==> config.mk <==
export PLATFORM = sky130hd
export DESIGN_NAME = ser_frame_tx
export DESIGN_NICKNAME = d
export VERILOG_FILES = /design/src/rtl/ser_tx_pkg.sv /design/src/rtl/ser_tx_rstsync.sv /design/src/rtl/ser_tx_shift.sv /design/src/rtl/ser_tx_seq.sv /design/src/rtl/ser_frame_tx.sv
export SDC_FILE = /design/constraint.sdc
export NUM_CORES = 1
export LEC_CHECK = 0
export ABC_AREA = 1
export BUFFER_PORTS_ARGS = -buffer_cell sky130_fd_sc_hd__buf_2
export CORE_UTILIZATION = 40
export DETAILED_ROUTE_END_ITERATION = 8
export SYNTH_ARGS = -nofsm -noshare
export SYNTH_HDL_FRONTEND = slang
export SYNTH_SLANG_ARGS = --single-unit
==> constraint.sdc <==
create_clock -name clk_i -period 1.29 [get_ports clk_i]
set_input_delay 0.258 -clock clk_i [delete_from_list [all_inputs] [get_ports clk_i]]
set_output_delay 0.258 -clock clk_i [all_outputs]
set_load 0.01 [all_outputs]
==> src/rtl/ser_tx_pkg.sv <==
package ser_tx_pkg;

  typedef enum logic [2:0] {
    ST_IDLE,
    ST_ARM,
    ST_START,
    ST_DATA,
    ST_PAR,
    ST_STOP
  } tx_state_e;

  typedef struct packed {
    logic short_len;
    logic par_en;
    logic par_odd;
  } tx_cfg_t;

endpackage

==> src/rtl/ser_tx_rstsync.sv <==
module ser_tx_rstsync #(
  parameter int STAGES = 2
) (
  input  logic clk_i,
  input  logic rst_ni,
  output logic rst_sync_no
);

  logic [STAGES-1:0] sync_q;

  always_ff @(posedge clk_i or negedge rst_ni) begin
    if (!rst_ni) sync_q <= '0;
    else         sync_q <= {sync_q[STAGES-2:0], 1'b1};
  end

  assign rst_sync_no = sync_q[STAGES-1];

endmodule

==> src/rtl/ser_tx_shift.sv <==
module ser_tx_shift #(
  parameter int MAX_BITS = 8
) (
  input  logic                clk_i,
  input  logic                rst_ni,
  input  logic                load_i,
  input  logic [MAX_BITS-1:0] data_i,
  input  logic                odd_i,
  input  logic                shift_i,
  output logic                bit_o,
  output logic                par_o
);

  logic [MAX_BITS-1:0] sh_q, sh_d;
  logic                par_q, par_d;

  always_comb begin
    sh_d  = sh_q;
    par_d = par_q;
    if (load_i) begin
      sh_d  = data_i;
      par_d = odd_i;
    end else if (shift_i) begin
      par_d = par_q ^ sh_q[0];
      sh_d  = {1'b0, sh_q[MAX_BITS-1:1]};
    end
  end

  always_ff @(posedge clk_i or negedge rst_ni) begin
    if (!rst_ni) begin
      sh_q  <= '0;
      par_q <= 1'b0;
    end else if (load_i || shift_i) begin
      sh_q  <= sh_d;
      par_q <= par_d;
    end
  end

  assign bit_o = sh_q[0];
  assign par_o = par_q;

endmodule

==> src/rtl/ser_tx_seq.sv <==
module ser_tx_seq
  import ser_tx_pkg::*;
#(
  parameter int MAX_BITS = 8,
  parameter int CNT_W    = 3
) (
  input  logic      clk_i,
  input  logic      rst_ni,
  input  logic      tick_i,
  input  logic      accept_i,
  input  tx_cfg_t   cfg_i,
  output tx_state_e state_o,
  output logic      shift_o
);

  localparam logic [CNT_W-1:0] LAST_FULL  = CNT_W'(MAX_BITS - 1);
  localparam logic [CNT_W-1:0] LAST_SHORT = CNT_W'(MAX_BITS - 2);

  tx_state_e        st_q, st_d;
  logic [CNT_W-1:0] cnt_q, cnt_d;
  logic [CNT_W-1:0] last_idx;

  assign last_idx = cfg_i.short_len ? LAST_SHORT : LAST_FULL;

  always_comb begin
    st_d  = st_q;
    cnt_d = cnt_q;
    unique case (st_q)
      ST_IDLE:  if (accept_i) st_d = ST_ARM;
      ST_ARM:   if (tick_i)   st_d = ST_START;
      ST_START: if (tick_i) begin
        st_d  = ST_DATA;
        cnt_d = '0;
      end
      ST_DATA:  if (tick_i) begin
        if (cnt_q == last_idx) st_d = cfg_i.par_en ? ST_PAR : ST_STOP;
        else                   cnt_d = cnt_q + 1'b1;
      end
      ST_PAR:   if (tick_i)   st_d = ST_STOP;
      ST_STOP:  if (tick_i)   st_d = ST_IDLE;
      default:                st_d = ST_IDLE;
    endcase
  end

  always_ff @(posedge clk_i or negedge rst_ni) begin
    if (!rst_ni) begin
      st_q  <= ST_IDLE;
      cnt_q <= '0;
    end else begin
      st_q  <= st_d;
      cnt_q <= cnt_d;
    end
  end

  assign state_o = st_q;
  assign shift_o = (st_q == ST_DATA) && tick_i;

endmodule

==> src/rtl/ser_frame_tx.sv <==
module ser_frame_tx
  import ser_tx_pkg::*;
#(
  parameter int MAX_BITS    = 8,
  parameter int SYNC_STAGES = 2
) (
  input  logic                clk_i,
  input  logic                rst_ni,
  input  logic                bit_tick_i,
  input  logic                tx_valid_i,
  output logic                tx_ready_o,
  input  logic [MAX_BITS-1:0] tx_data_i,
  input  logic                cfg_short_i,
  input  logic                cfg_par_en_i,
  input  logic                cfg_par_odd_i,
  output logic                line_o
);

  localparam int CNT_W = (MAX_BITS > 2) ? $clog2(MAX_BITS) : 1;

  logic      run_n;
  tx_state_e state;
  logic      shift_en;
  logic      accept;
  tx_cfg_t   cfg_q, cfg_d;
  logic      data_bit, par_bit;

  ser_tx_rstsync #(.STAGES(SYNC_STAGES)) u_rst (
    .clk_i      (clk_i),
    .rst_ni     (rst_ni),
    .rst_sync_no(run_n)
  );

  assign tx_ready_o = (state == ST_IDLE) && run_n;
  assign accept     = tx_valid_i && tx_ready_o;

  assign cfg_d = '{short_len: cfg_short_i, par_en: cfg_par_en_i, par_odd: cfg_par_odd_i};

  always_ff @(posedge clk_i or negedge run_n) begin
    if (!run_n)      cfg_q <= '0;
    else if (accept) cfg_q <= cfg_d;
  end

  ser_tx_seq #(.MAX_BITS(MAX_BITS), .CNT_W(CNT_W)) u_seq (
    .clk_i   (clk_i),
    .rst_ni  (run_n),
    .tick_i  (bit_tick_i),
    .accept_i(accept),
    .cfg_i   (cfg_q),
    .state_o (state),
    .shift_o (shift_en)
  );

  ser_tx_shift #(.MAX_BITS(MAX_BITS)) u_shift (
    .clk_i  (clk_i),
    .rst_ni (run_n),
    .load_i (accept),
    .data_i (tx_data_i),
    .odd_i  (cfg_par_odd_i),
    .shift_i(shift_en),
    .bit_o  (data_bit),
    .par_o  (par_bit)
  );

  always_comb begin
    unique case (state)
      ST_START: line_o = 1'b0;
      ST_DATA:  line_o = data_bit;
      ST_PAR:   line_o = par_bit;
      default:  line_o = 1'b1;
    endcase
  end

endmodule

==> flow_summary.toml, run 1 <==
[status]
outcome = "finished, violations left"
failed_checks = "negative setup slack"

[global_routing]
grt_max_degree = 13
grt_pass1_wl_um = 3684
gr-total-overflow = 0
grt_use_total_pct = 19.00
antenna_found_initial = 0
first_global_vias = 890

[setup_path]
critical_path_class = "register to output port"
critPathRequiredTime_ns = 1.03
cp-end-kind = "output port"
startpoint_type = "register"
cp_cell_sequence = "nand2_2, nor2_4, nand2_1, o211ai_1, buf_2"
worst-endpoint-arrival_ns = 1.29
slowest_stage = "dfrtp_1"
cpPeakStageDelay_ns = 0.44
path_max_fanout = 3

[detailed_routing]
ant_nets = 0
dr_total_vias = 943
drt-total-wl_um = 2274
drt-wirelength-per-cell_um = 11.60
drcViolationCount = 0
drtPass1Iterations = 4
drtIter0Drc = 9
vias_per_cell = 4.811

[clock_tree]
clk_path_buf_depth = 2
insertion_delay_ns = 0.31
clkSinkCount = 19
h-tree-depth = 1
clk_pin_slew_ns = 0.12
cts_tree = "built"
cts_made_buffers = 3
cts_root_buf = "clkbuf_4"

[floorplan]
io_pins = 17
start_util_pct = 43.85
fp.dieH_um = 52.18
dieArea_um2 = 2723
core_area_um2 = 2297
die_w_um = 52.18
num_rows = 17

[pwr]
seqPwrFrac_pct = 36.9
clock_power_share_pct = 11.9
p_leak_nw = 0.7420
switchingPower_w = 0.001143
pwr_density_cell_nw_per_um2 = 1981
internal_power_w = 0.001582
fin_total_pwr_w = 0.002724
switching_share_pct = 41.94
pwr-share-comb_pct = 51.1
ir_drop_v = 0.001064

[place]
place_area_um2 = 1165
place.port_buffers = 16
placedCellCount = 181
gp_congestion = 0.8941
place_hpwl_um = 1539

[final_layout]
final_util_pct = 59.86
drive_above_1_share_pct = 35.71
layout.nets = 185
area_growth_pct = 36.52
layoutNonFillerInstCount = 196
antennaDiodeCount = 0
fin_area_um2 = 1375

[synth]
ys_types = 21
synth.area.top_cells = "dfrtp_1 47%, nand2_1 24%, nand3_1 3.5%"
synth_top_area_share_pct = 47.20
syn_nets = 147
yosysSeqAreaShare_pct = 47.20
avgSynthCellArea_um2 = 7.689
syn-cell-area_um2 = 1007
postSynthCellCount = 131
yosysTopAreaCell = "dfrtp_1"
yosys_warnings = 0
synth-seq-cells = 19

[timing]
fin_crit_sh_pct = 119.9
rsz0062_at_grt = "true"
final_hold_viol_count = 0
fmax_mhz = 646.7
setup_viol = 16
worst_slack_ns = -0.2563
drv_slew = 0
finClkSkew_ns = 0.01004
min_period_ns = 1.546

[run]
maxCapViolations = 0

[worst_hold_path]
min_path_type = "register to asynchronous set/reset pin"
[cells in the final DEF (no fill, tap or decap), types with 3 or more instances in the layout]
cell      count
buf_2        16
dfrtp_2       3
nand2_2       6
nand3_1       5
inv_1         8
nand2_1      60
buf_6         3
buf_4        13
nand2_4       3
dfrtp_1      16
o21ai_0       4
clkbuf_4      3
o21ai_1       4
[cell type report]
cell class | count | area (um^2)
Clock buffer | 3 | 22.52
Clock inverter | 1 | 7.507
Fill cell | 217 | 922.1
Inverter | 11 | 53.80
Multi-Input combinational cell | 100 | 535.5
Sequential cell | 19 | 479.2
Tap cell | 28 | 35.03
Timing Repair Buffer | 34 | 241.5
[path summary, 6_finish.rpt]
kind | startpoint | endpoint | slack (ns) | cells past startpoint
worst max-delay path | u_seq.state_o[0]$_DFFE_PN0P_ | line_o | -0.26 | 5
worst min-delay path | u_rst.sync_q[1]$_DFF_PN0_ | u_shift.sh_q[6]$_DFFE_PN0P_ | 0.1 | 0
worst max register to register | u_seq.state_o[0]$_DFFE_PN0P_ | u_seq.state_o[2]$_DFFE_PN0P_ | -0.18 | 8
worst min register to register | u_rst.sync_q[1]$_DFF_PN0_ | u_shift.sh_q[6]$_DFFE_PN0P_ | 0.1 | 0
max in group asynchronous | u_rst.sync_q[1]$_DFF_PN0_ | u_shift.sh_q[2]$_DFFE_PN0P_ | 0.80 | 1
min in group clk_i | tx_data_i[7] | u_shift.sh_q[7]$_DFFE_PN0P_ | 0.14 | 3
[critical path, delay by kind of cell (launching register included)]
kind	cells	cell delay [ns]
DFF	1	0.44
buffers and inverters	1	0.16
AOI/OAI and AO/OA	1	0.10
and+or+nand+nor	3	0.29
[cells in the mapped netlist, drive strengths merged]
master and number:
a21boi 1, a21oi 1, and3 1, buf 1, conb 1, dfrtp 19
ha 1, inv 11, nand2 70, nand3 7, nand4 2, nor2 5
o211ai 1, o21ai 8, xor2 2
[cell families after synthesis]
family	after synthesis	share of synthesized area, %
AO/OA/AOI/OAI	11	5.963
XOR/XNOR	2	1.739
adder cells (fa/ha/maj)	1	1.242
buffers and inverters	12	5.217
flip-flops	19	47.21
other	1	0.3723
AND/OR/NAND/NOR	85	38.26
[power by group through the flow]
| stage | Combinational (W) | Clock, W | Sequential [W] |
|---|---|---|---|
| floorplan | 0.000735 | 0 | 0.000988 |
| detailed placement | 0.00105 | 0 | 0.00100 |
| global placement | 0.00105 | 0 | 0.00100 |
| finish | 0.00139 | 0.000325 | 0.00101 |
| global route | 0.00157 | 0.000358 | 0.00104 |
| CTS | 0.00121 | 0.000330 | 0.000997 |
[stage by stage]
stage | TNS, ns | setup slack, ns | hold WS (ns)
final | -1.670 | -0.2563 | 0.09897
after detailed placement | -0.04261 | -0.02336 | 0.04537
after CTS | -0.8652 | -0.2754 | 0.1002
after floorplan | 0 | 0.04170 | -0.03759
after global routing | -2.859 | -0.3280 | 0.1053
after global placement | -0.1194 | -0.04376 | 0.04364
[sequential cells by signal, summed over array words and instances, names as in the netlist]
signal,flops
u_seq.state_o,3
u_shift.sh_q,8
cfg_q,2
u_rst.sync_q,2
u_seq.cnt_q,3
u_shift.par_o,1
[layer usage]
metal / vias to the layer above / track usage (%) / wire length, um
li1: 482 / - / -
met1: 438 / 21.93 / 967
met3: 7 / 4.348 / 62
met4: 0 / 9.649 / 58
met5: - / 0 / 0
met2: 16 / 32.69 / 1185
[repair_timing]
item | in CTS | in global routing
pin swaps | 4 | 5
setup buffers | 3 | 8
gates resized for setup | 12 | 16
hold endpoints to repair | 2 | 0
setup endpoints to repair | 5 | 16
hold buffers | 1 | 0
Power figures use the tool's default switching activity.
==> run 2, diff against run 1 <==
--- a/config.mk
+++ b/config.mk
@@ -9,6 +9,7 @@
 export BUFFER_PORTS_ARGS = -buffer_cell sky130_fd_sc_hd__buf_2
 export CORE_UTILIZATION = 40
 export DETAILED_ROUTE_END_ITERATION = 8
+export SKIP_CTS_REPAIR_TIMING = 1
 export SYNTH_ARGS = -nofsm -noshare
 export SYNTH_HDL_FRONTEND = slang
 export SYNTH_SLANG_ARGS = --single-unit
==> flow_summary.toml, run 2 (synthesis results as in run 1) <==
[timing]
fin_crit_sh_pct = 119.9
setup_viol = 13
fmax_mhz = 646.6
final_hold_viol_count = 0
rsz0062_at_grt = "true"
min_period_ns = 1.547
worst_slack_ns = -0.2566
finClkSkew_ns = 0.009652
timing.hold.ws_ns = 0.09691
drv_slew = 0
tns_ns = -1.192

[clock_tree]
cts_root_buf = "clkbuf_4"
clkSinkCount = 19
h-tree-depth = 1
insertion_delay_ns = 0.31
cts_made_buffers = 3
clk_path_buf_depth = 2
cts_tree = "built"
clk_pin_slew_ns = 0.12

[final_layout]
area_growth_pct = 27.83
drive_above_1_share_pct = 30.67
largest_register_ffs = 8
layout.nets = 180
final_cell_mix = "62 x nand2_1, 17 x dfrtp_1, 16 x buf_2"
regMostFlops = "u_shift.sh_q"
antennaDiodeCount = 0
final_common_cell = "nand2_1"
final_util_pct = 56.05
fin_area_um2 = 1287

[detailed_routing]
ant_nets = 0
drtPass1Iterations = 4
vias_per_cell = 4.817
dr_total_vias = 920
drt-wirelength-per-cell_um = 10.92
drcViolationCount = 0
drt-total-wl_um = 2086
drtIter0Drc = 11

[global_routing]
met2_usage_pct = 29.91
antenna_found_initial = 0
gr-total-overflow = 0
grt_util_met1_pct = 22.12
grt_max_degree = 13
use_met3_pct = 3.768
gr-max-usage-layer = "met2"
grt_use_total_pct = 18.08
grt_pass1_wl_um = 3519
first_global_vias = 837

[floorplan]
io_pins = 17
num_rows = 17
dieArea_um2 = 2723
core_area_um2 = 2297
die_w_um = 52.18
start_util_pct = 43.85
fp.dieH_um = 52.18

[setup_path]
critical_path_class = "register to output port"
r2r_slack_ns = -0.10
cpPeakStageDelay_ns = 0.46
worst-endpoint-arrival_ns = 1.29
ff2ff_path_depth = 8
rr_endpoint = "u_shift.sh_q[2]$_DFFE_PN0P_"
cp-end-kind = "output port"
path_max_fanout = 4
critPathRequiredTime_ns = 1.03
rr_startpoint = "u_seq.state_o[1]$_DFFE_PN0P_"
slowest_stage = "dfrtp_2"
cp_cell_sequence = "nor2_4, buf_6, nand2_4, nor2_2, buf_2"
cp_top_family = "flip-flops"
path_buf_inv = 2
startpoint_type = "register"

[pwr]
p_leak_nw = 0.6968
pwr_density_cell_nw_per_um2 = 2014
ir_drop_v = 0.0009506
clock_power_share_pct = 12.3
switching_share_pct = 41.44
switchingPower_w = 0.001075
pwr-share-comb_pct = 49.2
seqPwrFrac_pct = 38.5
internal_power_w = 0.001519

[place]
place_area_um2 = 1165
gp_congestion = 0.8941
place_hpwl_um = 1539
place.port_buffers = 16

[worst_hold_path]
min_path_type = "register to asynchronous set/reset pin"

[run]
maxCapViolations = 0

[status]
outcome = "finished, violations left"
failed_checks = "negative setup slack"
[run 2: per-stage QoR]
step	total power (W)	instances	setup WS, ns
CTS	0.002385	185	-0.3435
global route	0.002835	191	-0.3334
finish	0.002594	191	-0.2566
floorplan	0.001723	131	0.04170
detailed placement	0.002054	181	-0.02336
global placement	0.002048	181	-0.04376
[run 2: routing by layer]
metal	share of wire [%]	vias up
li1	-	473
met5	0	-
met4	2.2	0
met1	43	426
met3	2.9	6
met2	51	15
[run 2: how the worst max path moves through the flow]
stage | start | to | depth (start not counted)
2_1_floorplan | u_rst.sync_q[1]$_DFF_PN0_ | u_shift.sh_q[3]$_DFFE_PN0P_ | 7
3_3_place_gp | u_seq.state_o[0]$_DFFE_PN0P_ | u_seq.state_o[2]$_DFFE_PN0P_ | 8
3_5_place_dp | u_seq.state_o[0]$_DFFE_PN0P_ | u_seq.state_o[2]$_DFFE_PN0P_ | 8
4_1_cts | u_seq.state_o[0]$_DFFE_PN0P_ | tx_ready_o | 5
5_1_grt | u_seq.state_o[1]$_DFFE_PN0P_ | tx_ready_o | 5
6_report | u_seq.state_o[1]$_DFFE_PN0P_ | tx_ready_o | 5
[run 2: power groups by stage]
| stage | registers, W | logic [W] | clock network (W) |
|---|---|---|---|
| after global placement | 0.00100 | 0.00105 | 0 |
| after CTS | 0.000993 | 0.00106 | 0.000330 |
| after floorplan | 0.000988 | 0.000735 | 0 |
| after detailed placement | 0.00100 | 0.00105 | 0 |
| after global routing | 0.00103 | 0.00145 | 0.000358 |
| final | 0.000998 | 0.00128 | 0.000319 |
[run 2: layout make-up]
class / count / area [um^2]
Fill cell: 237 / 1010
Tap cell: 28 / 35.03
Clock inverter: 1 / 7.507
Timing Repair Buffer: 29 / 191.4
Clock buffer: 3 / 22.52
Multi-Input combinational cell: 100 / 504.2
Inverter: 11 / 48.80
Sequential cell: 19 / 478.0
==> run 3, diff against run 2 <==
--- a/config.mk
+++ b/config.mk
@@ -12,4 +12,5 @@
 export SKIP_CTS_REPAIR_TIMING = 1
 export SYNTH_ARGS = -nofsm -noshare
 export SYNTH_HDL_FRONTEND = slang
+export SYNTH_HIERARCHICAL = 1
 export SYNTH_SLANG_ARGS = --single-unit
==> flow_summary.toml, run 3 <==
[final_layout]
drive_above_1_share_pct = 39.34
antennaDiodeCount = 0
seq_area_um2 = 480.5
layout.nets = 200
multiInputGateArea_um2 = 546.8
final_common_cell = "nand2_1"
largest_register_ffs = 8
area_growth_pct = 38.07
final_cell_mix = "56 x nand2_1, 15 x dfrtp_1, 15 x buf_2, 15 x buf_4, 12 x inv_1"
fillCellCount = 234
fin_area_um2 = 1434
regMostFlops = "u_shift/sh_q"
final_util_pct = 58.41

[floorplan]
fp.dieH_um = 52.96
dieArea_um2 = 2804
num_rows = 18
start_util_pct = 42.30
io_pins = 17
die_w_um = 52.96
core_area_um2 = 2455

[detailed_routing]
drt-wirelength-per-cell_um = 10.69
vias_per_cell = 4.751
ant_nets = 0
drtPass1Iterations = 6
dr_total_vias = 1012
drtIter0Drc = 31
drt-total-wl_um = 2276
drcViolationCount = 1

[timing]
timing.hold.ws_ns = 0.1588
finClkSkew_ns = 0.0008339
rsz0062_at_grt = "true"
worst_slack_ns = -0.2253
fin_crit_sh_pct = 117.5
fmax_mhz = 659.9
drv_slew = 0
tns_ns = -1.600
setup_viol = 14
final_hold_viol_count = 0
min_period_ns = 1.515

[setup_path]
rr_endpoint = "u_shift/sh_q[5]$_DFFE_PN0P_"
ff2ff_path_depth = 8
critPathRequiredTime_ns = 1.03
r2r_slack_ns = -0.14
cp_cell_sequence = "nor2_4, buf_6, nand2_2, nand2_1, inv_1, buf_2"
startpoint_type = "register"
path_max_fanout = 5
path_buf_inv = 3
rr_startpoint = "u_seq/state_o[2]$_DFFE_PN0P_"
slowest_stage = "dfrtp_2"
cp_top_family = "flip-flops"
cpPeakStageDelay_ns = 0.46
worst-endpoint-arrival_ns = 1.26
critical_path_class = "register to output port"
cp-end-kind = "output port"

[pwr]
switchingPower_w = 0.001197
fin_total_pwr_w = 0.002833
pwr_density_cell_nw_per_um2 = 1976
switching_share_pct = 42.25
ir_drop_v = 0.0009547
pwr-share-comb_pct = 52.9
clock_power_share_pct = 10.6
p_leak_nw = 0.7813
internal_power_w = 0.001636
seqPwrFrac_pct = 36.5

[worst_hold_path]
hp-start = "tx_data_i[7]"
hold_depth = 3
min_path_type = "primary input to register"
min_to = "u_shift/sh_q[7]$_DFFE_PN0P_"

[global_routing]
grt_use_total_pct = 18.29
antenna_found_initial = 0
first_global_vias = 873
grt_max_degree = 18
grt_pass1_wl_um = 3643
gr-total-overflow = 0

[clock_tree]
cts_made_buffers = 3
clk_pin_slew_ns = 0.11
clk_path_buf_depth = 2
insertion_delay_ns = 0.29
cts_root_buf = "clkbuf_4"
cts_tree = "built"
h-tree-depth = 1
clkSinkCount = 19

[place]
place.port_buffers = 16
gp_congestion = 0.8592
place_area_um2 = 1259
place_hpwl_um = 1607

[status]
outcome = "finished, violations left"
failed_checks = "design-rule violations, negative setup slack"

[synth]
postSynthCellCount = 143
avgSynthCellArea_um2 = 7.262
syn-cell-area_um2 = 1038
syn_nets = 159
yosys_warnings = 6

[run]
maxCapViolations = 0
## run 3: worst max-delay path by stage
| stage | startpoint | endpoint | depth (start not counted) |
|---|---|---|---|
| finish | u_seq/state_o[0]$_DFFE_PN0P_ | line_o | 6 |
| global route | u_seq/state_o[2]$_DFFE_PN0P_ | line_o | 7 |
| CTS | u_seq/state_o[2]$_DFFE_PN0P_ | line_o | 7 |
| detailed placement | u_seq/state_o[2]$_DFFE_PN0P_ | u_seq/state_o[2]$_DFFE_PN0P_ | 8 |
| global placement | u_seq/state_o[2]$_DFFE_PN0P_ | u_seq/state_o[2]$_DFFE_PN0P_ | 8 |
| floorplan | u_rst/sync_q[1]$_DFF_PN0_ | u_shift/par_o$_DFFE_PN0P_ | 8 |
## run 3: per-layer routing
| layer | global-route usage, % | vias to the layer above | routed length, um |
|---|---|---|---|
| li1 | - | 527 | - |
| met1 | 23.54 | 469 | 1041 |
| met2 | 29.11 | 14 | 1164 |
| met3 | 3.448 | 2 | 57 |
| met4 | 8.772 | 0 | 12 |
| met5 | 0 | - | 0 |
## run 3: cell type report
type	instances	area share [%]
repair buffers	37	18.50
multi-input cells	103	38.13
well taps	30	2.618
flip-flops and latches	19	33.51
clock buffers	4	1.832
inverters	20	5.410
## run 3: power groups by stage
| stage | Sequential (W) | Combinational, W | Clock, W |
|---|---|---|---|
| after floorplan | 0.00101 | 0.000774 | 0 |
| after global placement | 0.00102 | 0.00117 | 0 |
| after detailed placement | 0.00103 | 0.00120 | 0 |
| after CTS | 0.00102 | 0.00120 | 0.000321 |
| after global routing | 0.00107 | 0.00168 | 0.000358 |
| final | 0.00103 | 0.00150 | 0.000301 |
## run 3: through the flow
step | setup WS [ns] | std cells
finish | -0.2253 | 213
global route | -0.3383 | 213
CTS | -0.4000 | 205
detailed placement | -0.1005 | 201
global placement | -0.07705 | 201
floorplan | -0.1231 | 143
## run 3: tightest hold or removal path: stages
cell     delay (ns)
buf_2          0.07
nand2_1        0.04
nand2_1        0.05
